File: config.mk
export PLATFORM = sky130hd
export DESIGN_NAME = ddc_gpio_reg
export DESIGN_NICKNAME = d
export VERILOG_FILES = /design/src/rtl/ddc_gpio_pkg.sv /design/src/rtl/ddc_lane_merge.sv /design/src/rtl/ddc_update_qual.sv /design/src/rtl/ddc_pin_drv.sv /design/src/rtl/ddc_gpio_reg.sv
export SDC_FILE = /design/constraint.sdc
export NUM_CORES = 1
export LEC_CHECK = 0
export BUFFER_PORTS_ARGS = -buffer_cell sky130_fd_sc_hd__buf_2
export CAP_MARGIN = 40
export CORE_UTILIZATION = 54
export CTS_CLUSTER_SIZE = 25
export DETAILED_ROUTE_END_ITERATION = 7
export PLACE_DENSITY = 0.86
export SYNTH_ARGS = -nofsm -noshare
export SYNTH_HDL_FRONTEND = slang
export SYNTH_SLANG_ARGS = --single-unit
File: constraint.sdc
create_clock -name clk -period 4.3 [get_ports clk]
set_input_delay 0.86 -clock clk [delete_from_list [all_inputs] [get_ports clk]]
set_output_delay 0.86 -clock clk [all_outputs]
set_load 0.1 [all_outputs]
File: src/rtl/ddc_gpio_pkg.sv
package ddc_gpio_pkg;
  localparam int WORD_W  = 32;
  localparam int LANES   = WORD_W / 8;
  localparam int OFFS_W  = $clog2(LANES);

  localparam logic [1:0] SZ_BYTE = 2'd0;
  localparam logic [1:0] SZ_HALF = 2'd1;

  // number of byte lanes an access of the given size spans
  function automatic logic [OFFS_W:0] span_of(input logic [1:0] sz);
    case (sz)
      SZ_BYTE: span_of = (OFFS_W+1)'(1);
      SZ_HALF: span_of = (OFFS_W+1)'(2);
      default: span_of = (OFFS_W+1)'(LANES);
    endcase
  endfunction
endpackage

File: src/rtl/ddc_lane_merge.sv
module ddc_lane_merge
  import ddc_gpio_pkg::*;
(
  input  logic [WORD_W-1:0] cur_word,
  input  logic [OFFS_W-1:0] offs,
  input  logic [1:0]        size,
  input  logic [WORD_W-1:0] wdata,
  output logic [WORD_W-1:0] merged,
  output logic [LANES-1:0]  lane_hit
);
  logic [WORD_W-1:0] shifted;
  logic [OFFS_W:0]   span;

  assign shifted = wdata << {offs, 3'b000};
  assign span    = span_of(size);

  for (genvar g = 0; g < LANES; g++) begin : g_lane
    localparam logic [OFFS_W:0] GL = (OFFS_W+1)'(g);
    assign lane_hit[g] = (GL >= {1'b0, offs}) && ((GL - {1'b0, offs}) < span);
    assign merged[8*g +: 8] = lane_hit[g] ? shifted[8*g +: 8] : cur_word[8*g +: 8];
  end
endmodule

File: src/rtl/ddc_update_qual.sv
module ddc_update_qual
  import ddc_gpio_pkg::*;
#(
  parameter bit MASKED  = 1'b0,
  parameter int EN_LANE = 2
) (
  input  logic             wr_hit,
  input  logic [LANES-1:0] lane_hit,
  input  logic [OFFS_W-1:0] offs,
  input  logic [1:0]       new_en,
  input  logic             gate_bit,
  output logic             refresh
);
  logic gate_ok;
  logic base_write;

  if (MASKED) begin : g_gate
    assign gate_ok = gate_bit;
  end else begin : g_nogate
    assign gate_ok = 1'b1;
  end

  assign base_write = (offs == '0) && (|new_en);
  assign refresh    = wr_hit && gate_ok && (lane_hit[EN_LANE] || base_write);

  // write covering the enable lane refreshes whenever the gate allows
  always_comb begin
    if (wr_hit && lane_hit[EN_LANE] && (!MASKED || gate_bit))
      a_r4_enable_lane_refresh: assert (refresh);
  end
endmodule

File: src/rtl/ddc_pin_drv.sv
module ddc_pin_drv (
  input  logic       clk,
  input  logic       rst_n,
  input  logic       refresh,
  input  logic [1:0] new_en,   // [0] data, [1] clock
  input  logic [1:0] new_out,  // [0] data, [1] clock
  input  logic       scl_in,
  input  logic       sda_in,
  output logic       scl_drive_low,
  output logic       sda_drive_low,
  output logic [1:0] pin_sync   // [0] data, [1] clock
);
  logic [1:0] en_q, out_q;
  logic [1:0] meta_q;

  always_ff @(posedge clk) begin
    if (!rst_n) begin
      en_q  <= 2'b00;
      out_q <= 2'b00;
    end else if (refresh) begin
      en_q  <= new_en;
      out_q <= new_out;
    end
  end

  always_ff @(posedge clk) begin
    if (!rst_n) begin
      meta_q   <= 2'b11;
      pin_sync <= 2'b11;
    end else begin
      meta_q   <= {scl_in, sda_in};
      pin_sync <= meta_q;
    end
  end

  assign sda_drive_low = en_q[0] & ~out_q[0];
  assign scl_drive_low = en_q[1] & ~out_q[1];

  // drives only move on an edge that saw a refresh
  a_r6_drive_holds: assert property (@(posedge clk) disable iff (!rst_n)
    !refresh |=> $stable({scl_drive_low, sda_drive_low}));

  // after a refresh each drive follows enable and output of the copied word
  a_r8_drive_follows: assert property (@(posedge clk) disable iff (!rst_n)
    refresh |=> (scl_drive_low == ($past(new_en[1]) && !$past(new_out[1])))
             && (sda_drive_low == ($past(new_en[0]) && !$past(new_out[0]))));
endmodule

File: src/rtl/ddc_gpio_reg.sv
module ddc_gpio_reg
  import ddc_gpio_pkg::*;
#(
  parameter int              ADDR_W = 12,
  parameter logic [ADDR_W-1:0] BASE = 12'h0C0,
  parameter bit              MASKED = 1'b0
) (
  input  logic              clk,
  input  logic              rst_n,
  input  logic              acc_valid,
  input  logic              acc_write,
  input  logic [ADDR_W-1:0] acc_addr,
  input  logic [1:0]        acc_size,
  input  logic [31:0]       acc_wdata,
  output logic              rd_valid,
  output logic [31:0]       rd_data,
  input  logic              scl_in,
  input  logic              sda_in,
  output logic              scl_drive_low,
  output logic              sda_drive_low
);
  localparam int EN_LO    = MASKED ? 17 : 16;
  localparam int OUT_LO   = EN_LO - 16;
  localparam int IN_LO    = EN_LO - 8;
  localparam int EN_LANE  = EN_LO / 8;
  localparam int GATE_BIT = 25;
  localparam logic [ADDR_W-1:0] LAST = BASE + ADDR_W'(LANES - 1);

  logic [WORD_W-1:0] word_q;
  logic [WORD_W-1:0] merged;
  logic [WORD_W-1:0] view;
  logic [LANES-1:0]  lane_hit;
  logic [OFFS_W-1:0] offs;
  logic [ADDR_W-1:0] rel;
  logic              hit, wr_hit, rd_hit, refresh;
  logic [1:0]        pin_sync;

  assign hit    = acc_valid && (acc_addr >= BASE) && (acc_addr <= LAST);
  assign wr_hit = hit && acc_write;
  assign rd_hit = hit && !acc_write;
  assign rel    = acc_addr - BASE;
  assign offs   = rel[OFFS_W-1:0];

  ddc_lane_merge u_merge (
    .cur_word (word_q),
    .offs     (offs),
    .size     (acc_size),
    .wdata    (acc_wdata),
    .merged   (merged),
    .lane_hit (lane_hit)
  );

  ddc_update_qual #(.MASKED(MASKED), .EN_LANE(EN_LANE)) u_qual (
    .wr_hit   (wr_hit),
    .lane_hit (lane_hit),
    .offs     (offs),
    .new_en   (merged[EN_LO +: 2]),
    .gate_bit (merged[GATE_BIT]),
    .refresh  (refresh)
  );

  ddc_pin_drv u_pins (
    .clk           (clk),
    .rst_n         (rst_n),
    .refresh       (refresh),
    .new_en        (merged[EN_LO +: 2]),
    .new_out       (merged[OUT_LO +: 2]),
    .scl_in        (scl_in),
    .sda_in        (sda_in),
    .scl_drive_low (scl_drive_low),
    .sda_drive_low (sda_drive_low),
    .pin_sync      (pin_sync)
  );

  always_ff @(posedge clk) begin
    if (!rst_n) word_q <= '0;
    else if (wr_hit) word_q <= merged;
  end

  always_comb begin
    view = word_q;
    view[IN_LO +: 2] = pin_sync;
  end

  always_ff @(posedge clk) begin
    if (!rst_n) begin
      rd_valid <= 1'b0;
      rd_data  <= '0;
    end else begin
      rd_valid <= rd_hit;
      if (rd_hit) rd_data <= view >> {offs, 3'b000};
    end
  end

  // requests outside the window change nothing and return nothing
  a_r2_miss_ignored: assert property (@(posedge clk) disable iff (!rst_n)
    (acc_valid && !hit) |=> ($stable(word_q) && !rd_valid));

  // a write not reaching lane 3 keeps the top byte
  a_r3_top_lane_kept: assert property (@(posedge clk) disable iff (!rst_n)
    (wr_hit && !lane_hit[LANES-1]) |=> $stable(word_q[WORD_W-1 -: 8]));

  // in the gated variant no refresh happens without the gate bit
  a_r7_gate_required: assert property (@(posedge clk) disable iff (!rst_n)
    (refresh && MASKED) |-> merged[GATE_BIT]);

  // every accepted read is answered on the next cycle
  a_r9_read_answer: assert property (@(posedge clk) disable iff (!rst_n)
    rd_hit |=> rd_valid);
endmodule

==> metrics.yaml, run 1 <==
status:
  outcome: "complete, no violations"
floorplan:
  die_x_um: 86.23
  io_pins: 87
  core_area_mm2: 0.006832
  fp-row-count: 30
  die-area_mm2: 0.007436
  die_y_um: 86.23
  start_util: 0.5608
logic_synthesis:
  yosysWarnings: 0
  ys_seq_area_frac: 0.3710
  netlist_area_mm2: 0.003831
  synthFlopType: "dfxtp_1"
  ys_types: 39
  synth-edff-count: 0
  synth_top_cell_by_area: "dfxtp_1"
  synth_top_area_frac: 0.3710
  synthTopCellsByArea: "dfxtp_1 (37%), mux2i_1 (14%), nand2_1 (8.1%), a21boi_0 (6.5%), nor2b_1 (4.4%)"
  syn-num-nets: 495
  synth_seq_cells: 71
  async_reset_ff_frac: 0
  syn_area_per_cell_um2: 8.807
  syn_inst: 435
pwr:
  powerDensity_mw_per_mm2: 311.5
  p_sw_uw: 335.3
  clock_power_share: 0.428
  intPower_uw: 1082
  swShare: 0.2367
  comb_power_share: 0.106
  leakage_uw: 0.002014
  pwr-share-seq: 0.465
  irDropWorstVdd_mv: 0.2532
sta:
  setup_slack_ps: 996.1
  tns_ps: 0
  final_max_slew_viol_count: 0
  final.setup_skew_ps: 5.429
  fin_crit_sh: 0.7683
  finalSetupViolations: 0
  fin_crit_ps: 3304
  rsz0062_at_grt: "no"
  tightest_slew_ps: 824.8
  finalHoldViolations: 0
  max_freq_ghz: 0.3027
  max_slew_margin: 0.4501
grt:
  grt_pass1_vias: 3357
  grt_antenna_before_repair: 0
  grt_first_pass_wirelength_um: 15180
  grt-ovfl-total: 0
  grt.total_usage: 0.2602
  grt_start_max_net_pins: 59
layout:
  nFillCells: 573
  syn_to_final_growth_pct: 18.75
  n_antenna_cell: 0
  final_cell_area_mm2: 0.004549
  drive_gt1_frac: 0.2318
  fin_nets: 564
clock_tree:
  cts_root_buf: "clkbuf_8"
  cts-htree-levels: 3
  clockBufferDepth: 2
  cts_resized: 0
  insertion_delay_ps: 350
  clock-sinks: 71
  clk_pin_slew_worst_paths_ps: 70
  post-cts-setup-buffer-count: 0
  numCtsBuffers: 9
  cts_tree: "yes"
  hold_buffers: 0
setup_path:
  crit_family: "compound AO/OA/AOI/OAI gates"
  worstReg2RegStart: "word_q[16]"
  crit_required_ps: 4540
  crit_type: "input pin to register"
  cp_num_buf_inv: 3
  crit_chain: "buf_2 -> inv_1 -> ha_1 -> inv_1 -> ha_1 -> o311a_1 -> a2111oi_4 -> and2_0 -> o221ai_1 -> o211a_1"
  cp-endpoint: "word_q[18]"
  cp-start-kind: "input pin"
  slowest_delay_ps: 660
  reg2reg_setup_slack_ps: 3080
  r2r_cells: 3
  regToRegEndpoint: "rd_data[16]"
  endpoint_kind: "register"
  cp.arrival_ps: 3540
  path_depth: 10
  critPathSlowestCell: "and2_0"
  critPathLaunch: "acc_addr[1]"
  critPathMaxFanout: 14
place:
  hpwl_um: 6412
  place_congestion: 0.8563
  io_buffers: 86
  place_area_mm2: 0.004318
  pre_cts_ws_ps: 637.6
drt:
  drc: 0
  vias: 3435
  ant_nets: 0
  via_per_inst: 5.678
  drt_iter0_drc: 187
  drt-wirelength-per-cell_um: 15.29
  routed_wirelength_um: 9248
  firstDrtPassIters: 5
run:
  cap_violations: 0
min_path:
  hold_path_class: "register to register"
## flip-flops by register name, indices dropped and copies added (netlist names)
name / flops
u_pins.en_q: 2
u_pins.pin_sync: 2
u_pins.meta_q: 2
rd_valid: 1
u_pins.out_q: 2
word_q: 30
rd_data: 32
## worst min path at each step
stage | startpoint | endpoint | slack [ps] | cells after the start
2_1_floorplan | u_pins.meta_q[0] | u_pins.pin_sync[0] | 390 | 1
3_3_place_gp | u_pins.meta_q[1] | u_pins.pin_sync[1] | 390 | 1
3_5_place_dp | u_pins.meta_q[0] | u_pins.pin_sync[0] | 400 | 1
4_1_cts | u_pins.meta_q[0] | u_pins.pin_sync[0] | 420 | 1
5_1_grt | u_pins.meta_q[0] | u_pins.pin_sync[0] | 440 | 1
6_report | u_pins.meta_q[0] | u_pins.pin_sync[0] | 420 | 1
## logic make-up after synthesis
logic type,Yosys count,share of synthesized area
buf+inv,38,0.04082
simple gates,166,0.2155
compound gates,94,0.1881
fa+ha+maj,8,0.02613
mux,58,0.1584
flops,71,0.3710
## synthesized netlist by cell type, types with 2 or more instances
library cell,instances
o211a_1,10
a21boi_0,33
inv_1,4
buf_1,3
o211ai_1,9
mux4_2,2
or3_1,7
a2111oi_4,2
nand4_1,8
o21a_1,2
ha_1,8
nor2b_1,27
nand2_1,83
a21boi_1,5
a21oi_1,9
a211oi_1,6
o21ai_0,12
dfxtp_1,71
nor2_1,9
buf_2,4
nor3b_1,3
clkbuf_1,25
mux2i_1,55
nand2b_1,6
nand3_1,17
a31oi_1,2
## cells in the final DEF (no fill, tap or decap), types with 3 or more instances in the layout
cell type / netlist / routed
o211ai_1: 9 / 9
nor2b_1: 27 / 27
dfxtp_1: 71 / 71
a211oi_1: 6 / 6
nand3_1: 17 / 17
nand4_1: 8 / 8
a21boi_1: 5 / 5
inv_1: 4 / 4
o21ai_0: 12 / 12
nand2b_1: 6 / 6
clkbuf_8: 0 / 11
nor2_1: 9 / 9
o211a_1: 10 / 10
ha_1: 8 / 8
mux2i_1: 55 / 55
nor3b_1: 3 / 3
a21boi_0: 33 / 33
buf_2: 4 / 86
or3_1: 7 / 7
a21oi_1: 9 / 9
buf_4: 0 / 4
nand2_1: 83 / 83
## cell type report
class                   count  area, µm²  area share
well taps                  96      120.1     0.02640
repair buffers             92      499.2      0.1097
clock buffers              11      151.4     0.03328
clock inverters             5      80.08     0.01760
inverters                   4      15.01    0.003300
flip-flops and latches     71       1421      0.3124
multi-input cells         326       2262      0.4973
## layer usage
layer / up-vias / routed length (µm) / track usage
met5: - / 0 / 0
met4: 0 / 110 / 0.08333
met3: 18 / 486 / 0.05048
met2: 132 / 4840 / 0.4827
met1: 1616 / 3810 / 0.2999
li1: 1669 / - / -
## power by group through the flow
stage               registers [µW]  clock network (µW)  logic [µW]
floorplan                      675                   0        95.1
finish                         659                 607         150
global route                   659                 644         164
global placement               675                   0         142
detailed placement             675                   0         149
CTS                            659                 614         150
## through the flow
step | utilization | total power [µW] | hold WS [ps] | cells
6_report | 0.6659 | 1417 | 416.2 | 605
5_1_grt | 0.6659 | 1467 | 436.9 | 605
4_1_cts | 0.6659 | 1423 | 420.9 | 605
3_5_place_dp | 0.6321 | 823.5 | 403.2 | 589
3_3_place_gp | 0.6264 | 816.5 | 393.0 | 587
2_1_floorplan | - | 769.6 | 386.3 | 435
No activity file was read; power rests on OpenSTA's default activity.
==> run 2: changes to the inputs <==
Clock period 4.3 ns to 3.24 ns, I/O delays scaled along.
==> run 2 against run 1 <==
Against the previous run:
- clock-buffer cell count up 2
- worst hold slack worse by 8.2 ps
- largest power group unchanged
- non-clock buffer count up 6
- register-to-register slack worse by 990 ps
- critical endpoint is now word_q[15]
- clock power up 5.6%
- first-iteration DRC count up 9.6%
- combinational power up 36%
- routed wire length up 2.3%
==> metrics.yaml, run 2 (synthesized netlist as in run 1, its figures left out) <==
pwr:
  leakage_uw: 0.002013  # about the same
  irDropWorstVdd_mv: 0.2931  # +16%
  powerDensity_mw_per_mm2: 381.0  # +22%
grt:
  grt-ovfl-total: 0  # unchanged
  grt_pass1_vias: 3484  # +3.8%
  grt_antenna_before_repair: 0  # unchanged
  grt_start_max_net_pins: 45  # -24%
  grt_first_pass_wirelength_um: 15810  # +4.2%
  grt.total_usage: 0.2724  # +0.01218
layout:
  regMostFlops: "rd_data"
  regArea_mm2: 0.001421  # unchanged
  final_cell_area_mm2: 0.004516  # -0.74%
  fin_nets: 570  # +1.1%
  drive_gt1_frac: 0.2369  # +0.005066
  nFillCells: 585  # +2.1%
  largest_registers: "rd_data (32), word_q (30)"
  syn_to_final_growth_pct: 17.86
  multi_input_area_mm2: 0.002262  # unchanged
  largest_reg_flops: 32  # unchanged
  mostFrequentLayoutCell: "buf_2"
  layout_common_cells: "buf_2 (86), nand2_1 (83), dfxtp_1 (71)"
  n_antenna_cell: 0  # unchanged
setup_path:
  crit_chain: "buf_2 -> buf_4 -> nor3b_1 -> o21bai_1 -> a2111oi_4 -> mux2i_1 -> nor2b_1"
  cp.arrival_ps: 2590  # -950 ps
  crit_type: "input pin to register"
  reg2reg_setup_slack_ps: 2090  # -990 ps
  crit_required_ps: 3490  # -1050 ps
  endpoint_kind: "register"
  critPathMaxFanout: 36  # +22
  cp-start-kind: "input pin"
  cp_num_buf_inv: 2  # -1
  regToRegEndpoint: "rd_data[16]"
  path_depth: 7  # -3
  r2r_cells: 3  # unchanged
  critPathSlowestCell: "a2111oi_4"
  worstReg2RegStart: "word_q[16]"
  cp-endpoint: "word_q[15]"
  slowest_delay_ps: 680  # +20 ps
  critPathLaunch: "acc_addr[0]"
  crit_family: "compound AO/OA/AOI/OAI gates"
run:
  cap_violations: 0  # unchanged
floorplan:
  die_x_um: 86.23  # unchanged
  fp-row-count: 30  # unchanged
  die_y_um: 86.23  # unchanged
  core_area_mm2: 0.006832  # unchanged
  start_util: 0.5608  # unchanged
  die-area_mm2: 0.007436  # unchanged
  io_pins: 87  # unchanged
sta:
  tns_ps: 0  # unchanged
  final.setup_skew_ps: 6.989  # +1.561 ps
  rsz0062_at_grt: "no"
  fin_crit_ps: 2343
  finalHoldViolations: 0  # unchanged
  fin_crit_sh: 0.7230
  final_max_slew_viol_count: 0  # unchanged
  max_freq_ghz: 0.4269
  tightest_slew_ps: 720.2  # -104.6 ps
  finalSetupViolations: 0  # unchanged
  max_slew_margin: 0.5199  # +0.06972
drt:
  routed_wirelength_um: 9459  # +2.3%
  drt-wirelength-per-cell_um: 15.48  # +1.3%
  drc: 0  # unchanged
  drt_iter0_drc: 205  # +9.6%
  via_per_inst: 5.655  # -0.41%
  ant_nets: 0  # unchanged
  vias: 3455  # +0.58%
  firstDrtPassIters: 4  # -1
place:
  place_area_mm2: 0.004339  # +0.49%
  hpwl_um: 6792  # +5.9%
  io_buffers: 86  # unchanged
  place_congestion: 0.8675  # +1.3%
clock_tree:
  cts_root_buf: "clkbuf_8"
  cts_tree: "yes"
  cts-htree-levels: 3  # unchanged
  cts_resized: 0  # unchanged
  hold_buffers: 0  # unchanged
  insertion_delay_ps: 350  # about the same
  clock-sinks: 71  # unchanged
  post-cts-setup-buffer-count: 0  # unchanged
  clockBufferDepth: 2  # unchanged
  clk_pin_slew_worst_paths_ps: 70  # about the same
  numCtsBuffers: 9  # unchanged
min_path:
  hold_path_class: "register to register"
status:
  outcome: "complete, no violations"
run 2: changes by cell type in the layout (fill, tap and decap cells not counted), sizes merged:
cell	change
clkinv	+1
clkinvlp	-1
buf	+6
clkbuf	+2
bufinv	-2
run 2: layer usage:
metal	vias up	global-route usage	share of wire
li1	1683	-	-
met4	0	0.07424	0.014
met5	-	0	0
met2	138	0.4935	0.50
met3	14	0.06857	0.062
met1	1620	0.3189	0.42
run 2: worst min-delay path by stage:
stage / start / to / slack, ps / cells past startpoint
finish: u_pins.meta_q[0] / u_pins.pin_sync[0] / 410 / 1
global route: u_pins.meta_q[1] / u_pins.pin_sync[1] / 440 / 1
CTS: u_pins.meta_q[0] / u_pins.pin_sync[0] / 410 / 1
detailed placement: u_pins.meta_q[0] / u_pins.pin_sync[0] / 390 / 1
global placement: u_pins.meta_q[1] / u_pins.pin_sync[1] / 390 / 1
floorplan: u_pins.meta_q[0] / u_pins.pin_sync[0] / 390 / 1
run 2: layout make-up:
type                            instances  area share
Inverter                                4    0.003325
Sequential cell                        71      0.3148
Clock buffer                           13     0.03519
Timing Repair Buffer                   98      0.1153
Clock inverter                          3    0.003879
Multi-Input combinational cell        326      0.5010
Tap cell                               96     0.02660
run 2: worst reg2reg max path: stages (launching register included):
cell      delay [ps]
dfxtp_1          440
mux2i_1          130
or3_1            320
a21boi_0         180
run 2: power by group:
part           internal [µW]  switching (µW)
Combinational           89.0             115
Clock                    318             323
Sequential               874           0.812
Total                   1280             439
run 2: metrics by stage:
step / instances / power [µW] / setup WS [ps] / utilization / hold WS, ps
2_1_floorplan: 435 / 1022 / 82.61 / - / 386.3
6_report: 611 / 1720 / 897.4 / 0.6610 / 408.0
4_1_cts: 611 / 1723 / 902.4 / 0.6610 / 408.7
3_3_place_gp: 594 / 1088 / 603.6 / 0.6341 / 389.3
5_1_grt: 611 / 1791 / 756.0 / 0.6610 / 440.9
3_5_place_dp: 595 / 1096 / 533.4 / 0.6352 / 392.2
